<file path="src/rtl/stop_pkg.sv">
package stop_pkg;
    typedef enum logic [2:0] {
        ST_RUN  = 3'd0,
        ST_STOP = 3'd1,
        ST_WAKE = 3'd2,
        ST_INIT = 3'd3,
        ST_RST  = 3'd4
    } pwr_state_e;

    localparam int STBY_W      = 8;
    localparam int BIT_MAIN_OFF = 0;
    localparam int BIT_SUB_OFF  = 1;
    localparam int BIT_FLOAT    = 5;
endpackage

</file>
<file path="src/rtl/stop_wake_eval.sv">
module stop_wake_eval #(
    parameter int N_EXT = 4,
    parameter int LW    = 5
) (
    input  logic [N_EXT-1:0]    ext_irq,
    input  logic [N_EXT*LW-1:0] ext_lvl,
    input  logic                stab_irq,
    input  logic [LW-1:0]       stab_lvl,
    input  logic                watch_irq,
    input  logic [LW-1:0]       watch_lvl,
    input  logic                main_running,
    input  logic                sub_running,
    output logic                wake
);
    localparam logic [LW-1:0] LVL_OFF = {LW{1'b1}};

    logic [N_EXT-1:0] ext_ok;

    generate
        for (genvar i = 0; i < N_EXT; i++) begin : g_ext
            assign ext_ok[i] = ext_irq[i] && (ext_lvl[i*LW +: LW] != LVL_OFF);
        end
    endgenerate

    logic stab_ok;
    logic watch_ok;

    always_comb begin
        stab_ok  = stab_irq && main_running && (stab_lvl != LVL_OFF);
        watch_ok = watch_irq && sub_running && (watch_lvl != LVL_OFF);
        wake     = (|ext_ok) || stab_ok || watch_ok;
    end
endmodule

</file>
<file path="src/rtl/stop_clk_gate.sv">
module stop_clk_gate
    import stop_pkg::*;
(
    input  pwr_state_e        st,
    input  logic [STBY_W-1:0] stby,
    input  logic              main_pll_sel,
    input  logic              sub_pll_sel,
    output logic              main_osc_en,
    output logic              sub_osc_en,
    output logic              main_pll_en,
    output logic              sub_pll_en,
    output logic              pin_hiz,
    output logic              pin_hold
);
    logic in_stop;
    logic pins_ctl;

    always_comb begin
        in_stop  = (st == ST_STOP);
        pins_ctl = (st == ST_STOP) || (st == ST_WAKE);
        if (in_stop) begin
            main_osc_en = !stby[BIT_MAIN_OFF];
            sub_osc_en  = !stby[BIT_SUB_OFF];
            main_pll_en = !stby[BIT_MAIN_OFF] && main_pll_sel;
            sub_pll_en  = !stby[BIT_SUB_OFF] && sub_pll_sel;
        end else begin
            main_osc_en = 1'b1;
            sub_osc_en  = 1'b1;
            main_pll_en = main_pll_sel;
            sub_pll_en  = sub_pll_sel;
        end
        pin_hiz  = pins_ctl && stby[BIT_FLOAT];
        pin_hold = pins_ctl && !stby[BIT_FLOAT];
    end
endmodule

</file>
<file path="src/rtl/stop_ctl.sv">
module stop_ctl
    import stop_pkg::*;
#(
    parameter int N_EXT = 4,
    parameter int LW    = 5,
    parameter int CW    = 8,
    parameter int SEL_W = 2
) (
    input  logic                clk,
    input  logic                rst_n,
    input  logic                stby_wr,
    input  logic [7:0]          stby_wdata,
    output logic [7:0]          stby_rd,
    input  logic                main_pll_sel,
    input  logic                sub_pll_sel,
    input  logic [SEL_W-1:0]    clk_sel,
    input  logic                stop_req,
    input  logic [CW-1:0]       stab_cnt,
    input  logic [N_EXT-1:0]    ext_irq,
    input  logic [N_EXT*LW-1:0] ext_lvl,
    input  logic                stab_irq,
    input  logic [LW-1:0]       stab_lvl,
    input  logic                watch_irq,
    input  logic [LW-1:0]       watch_lvl,
    input  logic                init_req,
    input  logic                rst_req,
    output logic [2:0]          state,
    output logic                run,
    output logic                main_osc_en,
    output logic                sub_osc_en,
    output logic                main_pll_en,
    output logic                sub_pll_en,
    output logic                pin_hiz,
    output logic                pin_hold,
    output logic                cfg_err
);
    localparam logic [SEL_W-1:0] SEL_DIV2 = '0;

    typedef struct packed {
        pwr_state_e        st;
        logic [STBY_W-1:0] stby;
        logic [CW-1:0]     cnt;
        logic              err;
    } ctl_t;

    ctl_t q_q;
    ctl_t n_d;

    logic wake;
    logic osc_was_off;

    stop_wake_eval #(.N_EXT(N_EXT), .LW(LW)) u_wake (
        .ext_irq      (ext_irq),
        .ext_lvl      (ext_lvl),
        .stab_irq     (stab_irq),
        .stab_lvl     (stab_lvl),
        .watch_irq    (watch_irq),
        .watch_lvl    (watch_lvl),
        .main_running (!q_q.stby[BIT_MAIN_OFF]),
        .sub_running  (!q_q.stby[BIT_SUB_OFF]),
        .wake         (wake)
    );

    stop_clk_gate u_gate (
        .st           (q_q.st),
        .stby         (q_q.stby),
        .main_pll_sel (main_pll_sel),
        .sub_pll_sel  (sub_pll_sel),
        .main_osc_en  (main_osc_en),
        .sub_osc_en   (sub_osc_en),
        .main_pll_en  (main_pll_en),
        .sub_pll_en   (sub_pll_en),
        .pin_hiz      (pin_hiz),
        .pin_hold     (pin_hold)
    );

    always_comb begin
        n_d         = q_q;
        osc_was_off = q_q.stby[BIT_MAIN_OFF] || q_q.stby[BIT_SUB_OFF];
        if (init_req) begin
            n_d.st   = ST_INIT;
            n_d.stby = '0;
            n_d.err  = 1'b0;
        end else if (rst_req) begin
            n_d.st = ST_RST;
        end else begin
            unique case (q_q.st)
                ST_RUN: begin
                    if (stby_wr) begin
                        n_d.stby = stby_wdata;
                    end
                    if (stop_req) begin
                        if (clk_sel == SEL_DIV2) begin
                            n_d.st = ST_STOP;
                        end else begin
                            n_d.err = 1'b1;
                        end
                    end
                end
                ST_STOP: begin
                    if (wake) begin
                        if (osc_was_off) begin
                            n_d.st  = ST_WAKE;
                            n_d.cnt = stab_cnt;
                        end else begin
                            n_d.st = ST_RUN;
                        end
                    end
                end
                ST_WAKE: begin
                    if (q_q.cnt == '0) begin
                        n_d.st = ST_RUN;
                    end else begin
                        n_d.cnt = q_q.cnt - 1'b1;
                    end
                end
                default: begin
                    n_d.st = ST_RUN;
                end
            endcase
        end
    end

    always_ff @(posedge clk or negedge rst_n) begin
        if (!rst_n) begin
            q_q <= '{st: ST_RUN, stby: '0, cnt: '0, err: 1'b0};
        end else begin
            q_q <= n_d;
        end
    end

    assign state   = q_q.st;
    assign run     = (q_q.st == ST_RUN);
    assign stby_rd = q_q.stby;
    assign cfg_err = q_q.err;
endmodule

</file>
<file path="config.mk">
export PLATFORM = sky130hd
export DESIGN_NAME = stop_ctl
export DESIGN_NICKNAME = d
export VERILOG_FILES = /design/src/rtl/stop_pkg.sv /design/src/rtl/stop_wake_eval.sv /design/src/rtl/stop_clk_gate.sv /design/src/rtl/stop_ctl.sv
export SDC_FILE = /design/constraint.sdc
export NUM_CORES = 1
export LEC_CHECK = 0
export ABC_AREA = 1
export BUFFER_PORTS_ARGS = -buffer_cell sky130_fd_sc_hd__buf_2
export CORE_ASPECT_RATIO = 2
export CORE_MARGIN = 3
export CORE_UTILIZATION = 45
export CTS_BUF_LIST = sky130_fd_sc_hd__clkbuf_4 sky130_fd_sc_hd__clkbuf_8
export CTS_CLUSTER_SIZE = 28
export DETAILED_ROUTE_END_ITERATION = 6
export GPL_TIMING_DRIVEN = 1
export PLACE_DENSITY = 0.82
export SETUP_SLACK_MARGIN = 0.2
export SLEW_MARGIN = 20
export SYNTH_ARGS = -nofsm -noshare
export SYNTH_HDL_FRONTEND = slang
export SYNTH_SLANG_ARGS = --single-unit
export TNS_END_PERCENT = 100
</file>
<file path="constraint.sdc">
create_clock -name clk -period 2.1 [get_ports clk]
set_input_delay 0.315 -clock clk [delete_from_list [all_inputs] [get_ports clk]]
set_output_delay 0.315 -clock clk [all_outputs]
set_load 0.02 [all_outputs]
</file>
**Word level (Yosys, flattened, before mapping)**

Cells that the tools add are included.
Widths: inputs -> output; s select.

- Flip-flop bits (word level): 20
- Bits of input ports: 62
- Output and inout port bits: 19
- Word-level logic and storage cells: 78

- Add/subtract/negate cells: 1
- Eq/ne operators: 17
- Mux-type cells: 23
- Bitwise operators: 2
- Reduce and logical (&&, ||, !) cells: 31

Operators by type and width:

| kind | number |
|---|---|
| $mux 8 | 5 |
| $ne 5x5->1 const B | 6 |
| $mux 17 | 1 |
| $pmux 8 s2 | 1 |
| $mux 3 | 5 |
| $logic_and 1x1->1 | 12 |
| $ne 4x4->1 const B | 3 |
| $mux 11 | 1 |
| $ne 2x2->1 const B | 5 |
| $pmux 3 s3 | 1 |
| $logic_not 8->1 | 1 |
| $mux 1 | 8 |
| $reduce_and 4->1 | 2 |
| $reduce_bool 2->1 | 4 |
| $sub 8x1->8 const B | 1 |
| $reduce_and 6->1 | 1 |
| $logic_or 1x1->1 | 4 |
| $ne 4x3->1 const B | 1 |
| $reduce_or 4->1 | 1 |
| $eq 3x1->1 const B | 1 |
| $eq 3x2->1 const B | 1 |
| $logic_not 1->1 | 3 |
| $logic_not 3->1 | 1 |
| $reduce_and 3->1 | 1 |
| 3 further kinds | 4 |

**Longest topological paths before layout**

- Word-level depth: 9
- Gate-level depth with buffers: 11
- Gate-level depth less buffers: 10

**Cells and area by module**

Synthesis repeated with hierarchy kept, for this count alone.

- Cell total of the unflattened synthesis: 236
- Area total of the unflattened synthesis: 1551.5 um^2

Modules (own cells, without submodules):

| module | instances | cells each | area each (um^2) | sequential area each (um^2) |
|---|---|---|---|---|
| stop_ctl | 1 | 190 | 1345.0 | 500.5 |
| stop_wake_eval | 1 | 28 | 123.9 | 0.0 |
| stop_clk_gate | 1 | 18 | 82.6 | 0.0 |

**Least setup slack after synthesis**

No wires, ideal clock.

- Kind: reg-to-output
- Start point: register q_q (netlist bit state[0])
- End point: output port pin_hiz
- Arrival: 1177 ps
- Data required time: 1785 ps
- Setup slack: 608 ps
- Cell stages (with the launch flop): 8
- Path through: dfrtp_1 > inv_1 > nand2_2 > nor2_4 > inv_4 > nand2_1 > inv_2 > nor2_1

- Cells in the longest elaborated chain, start to end: 3
- Elaborated cells between the ends (all ways): 4
- Those cells by class: eq/ne: 2; reduce/logical: 2

Ends and longest elaborated chain:

| item | RTL line | text |
|---|---|---|
| start: declaration | stop_ctl.sv:46 | `ctl_t q_q;` |
| start signal: assignment | stop_ctl.sv:126 | `q_q <= '{st: ST_RUN, stby: '0, cnt: '0, err: 1'b0};` |
| start signal: assignment | stop_ctl.sv:128 | `q_q <= n_d;` |
| $eq 3x1->1 / $eq 3x2->1 (equally long branches) | stop_clk_gate.sv:20 | `pins_ctl = (st == ST_STOP) \|\| (st == ST_WAKE);` |
| $logic_or 1x1->1 (*) | stop_clk_gate.sv:20 |  |
| $logic_and 1x1->1 (*) | stop_clk_gate.sv:32 | `pin_hiz = pins_ctl && stby[BIT_FLOAT];` |
| end: declaration | stop_ctl.sv:33 | `output logic pin_hiz,` |

Mark *: on every way between the ends. The rest lies on a longest branch, timed or not.

**Final worst setup path**

Same ends and word-level chain as after synthesis.

==> key figures <==
Placement
  – Minimum setup slack after placement: between 400 and 500 ps
  – Final HPWL from detailed placement: 3300 um
  – Routability cong.: 0.820
  – Port Buffers: 80

Setup path
  – Critical path buffers and inverters: 4
  – Critical path type: reg2out
  – Critical-path top delay cell: dfrtp_1
  – CP Capture Type: output port
  – Crit start category: register
  – Critical Path Max Stage Delay: 390 ps
  – Highest fanout seen on the critical path: 10
  – CP cell instances: inv_1, nand2_2, nor2_4, inv_4, nand2_1, inv_2, nor2_1, buf_2
  – Arrival time at the worst endpoint: 1470 ps
  – Top cell family by delay on the critical path: simple AND/OR/NAND/NOR gates
  – Required time of the critical path: 1780 ps

Synth
  – Number of unique standard cell types used by synthesis: 26
  – Share of flip-flops with an asynchronous set or reset: 1.00
  – Syn_nets: about 260
  – Top post-synthesis cells by area: dfrtp_1 36%, nand2_1 14%, nand3_1 11%
  – Number of synthesized register bits: 20
  – Post-synth top area share: 0.359
  – Count of mapped cells out of synthesis: between 150 and 200
  – Sequential cell area fraction in the yosys report: 0.359
  – Syn Area/Cell: 7.04 um^2
  – Most used DFF post-synth: dfrtp_1
  – Post-synthesis cell area: 0.00139 mm^2
  – Number of synthesis warnings: 0
  – Top cells by instance count after synthesis: 51 x nand2_1, 31 x nand3_1, 20 x dfrtp_1, 20 x inv_1, 19 x nor2_1
  – Number of synthesized flops with an enable pin: 0
  – Most numerous cell in the Yosys netlist: nand2_1
  – Library cell with the largest summed area after synthesis: dfrtp_1

Timing
  – Hold violation count in the final report: 0
  – Fin crit share: 0.851
  – Min Tclk post-route: around 1800 ps
  – Max Fclk: 559 MHz
  – Total Neg Setup Slack: 0 ps
  – Slew at the pin closest to its max-slew limit: 459 ps
  – Post-route clock skew: 3.74 ps
  – Final Setup Violations: 0
  – Worst slew margin relative to its limit: 0.694
  – Slack of the critical path: slightly above 300 ps
  – Setup repair after global routing missed its margin: no
  – Max-slew violation total from the final report: 0

Routing
  – Post-route antenna net violation count: 0
  – Average routed wire per standard cell: about 13 um
  – Routed wire length: 3880 um
  – Routed vias: 1,573
  – Post-DR vias/cell: 5.21
  – DRC violations left: 0
  – Initial drt markers: 36
  – Initial DRT Pass Iterations: 4

Floorplan
  – Overall die height: 84.7 um
  – Overall die width: 45.4 um
  – Initial Util: 0.468
  – Number of standard-cell rows in the floorplan: 28
  – Area of the core: around 0.0030 mm^2
  – I/O pins: 81
  – Die area: between 0.003 and 0.004 mm^2

Final layout
  – Area delta synth->final: 31.3%
  – Layout cells sized above 1: 0.353
  – Filler Cells Inserted: between 200 and 300
  – # diodes: 0
  – Layout Nets: 337

GRT
  – All-Layer GR Usage: 0.206
  – Overflow left after global routing: 0
  – Via count of the first global-routing pass: roughly 1,500
  – Pin count of the biggest net entering global routing: 21
  – First-pass GRT wire length: 5860 um
  – Initial antenna violation count: 0

Pwr
  – Total power after layout: 1.43 mW
  – Worst VDD drop: 0.000576 V
  – Leakage dissipation: 1.05 nW
  – Cell Pwr Density: 783 mW/mm^2

Outcome
  – Status: finished clean

Min path
  – Worst Hold Class: in2reg

Clock tree
  – Worst skew pair latency: 260 ps
  – Max Buffers Root-to-Sink: 2
  – CTS tree: done
  – Htree depth: 1
  – Resized cells post-CTS: 0
  – Clock slew seen by the registers of the worst setup and hold paths: about 70 ps
  – Number of clock buffers inserted by TritonCTS: 3
  – Total number of clock tree sinks: 20
  – Root buf cell: clkbuf_8

Run
  – Reported max-cap violation count: 0
## final timing paths
kind                           from          to  slack, ps  cells after the start
max reg2reg                  q_q[4]      q_q[7]        490                      9
min                        init_req     cfg_err        270                      2
min in group asynchronous     rst_n  stby_rd[2]        530                      2
max                        state[0]     pin_hiz        310                      8
min reg2reg                  q_q[2]      q_q[2]        500                      2
max in group asynchronous     rst_n      q_q[3]       1250                      2
## stage by stage
| step | utilization | cells | hold slack [ps] | cell area [um^2] |
|---|---|---|---|---|
| 6_report | 0.615 | 302 | 270 | 1830 |
| 3_5_place_dp | 0.582 | 295 | 284 | 1730 |
| 3_3_place_gp | 0.582 | 295 | 284 | 1730 |
| 4_1_cts | 0.610 | 300 | 271 | 1820 |
| 5_1_grt | 0.615 | 302 | 286 | 1830 |
| 2_1_floorplan | - | 198 | 19.4 | 1390 |
## cell type report
type | instances | area, um^2 | area share
Inverter | 22 | 85.1 | 0.0465
Timing Repair Buffer | 83 | 425 | 0.232
Tap cell | 30 | 37.5 | 0.0205
Multi-Input combinational cell | 143 | 711 | 0.388
Clock buffer | 3 | 41.3 | 0.0226
Clock inverter | 1 | 30.0 | 0.0164
Sequential cell | 20 | 500 | 0.273
## repair_timing
item,in CTS,in global routing
setup endpoints to repair,0,2
setup buffers,0,2
hold buffers,1,0
endpoints found under the hold margin,12,0
## layout by cell type (no fill, tap or decap), types with 3 or more instances in the layout
cell,synthesis,final
nand3_1,31,31
clkbuf_8,0,3
a21oi_1,3,3
buf_2,0,80
o21a_1,4,4
dfrtp_1,20,20
nand4_1,3,3
o21ai_0,13,13
nor2_1,19,19
inv_1,20,20
o21ai_2,3,3
nand2_1,51,51
## layer usage
metal  vias up  part of all wire  global-route usage
met1       717              0.30               0.186
met4         0             0.021              0.0907
met5         -                 0                   0
met3         7             0.085              0.0172
li1        783                 -                   -
met2        66              0.59               0.411
## cell families after synthesis
kind of cell               count (synthesis)  share of synthesized area
and+or+nand+nor                          111                      0.355
buffers and inverters                     35                      0.131
AOI/OAI and AO/OA                         28                      0.124
DFF                                       20                      0.359
adders and majority gates                  2                     0.0180
xor gates and xnor gates                   1                    0.00628
muxes                                      1                    0.00718
## registers in the layout, indices dropped and copies added (netlist names)
name / count
cfg_err: 1
q_q: 8
state: 3
stby_rd: 8
## where the power goes
group,total (mW),switching [mW],internal (mW)
clock network,0.381,0.127,0.255
registers,0.546,0.0860,0.460
logic,0.507,0.304,0.203
No activity file was read; power rests on OpenSTA's default activity.
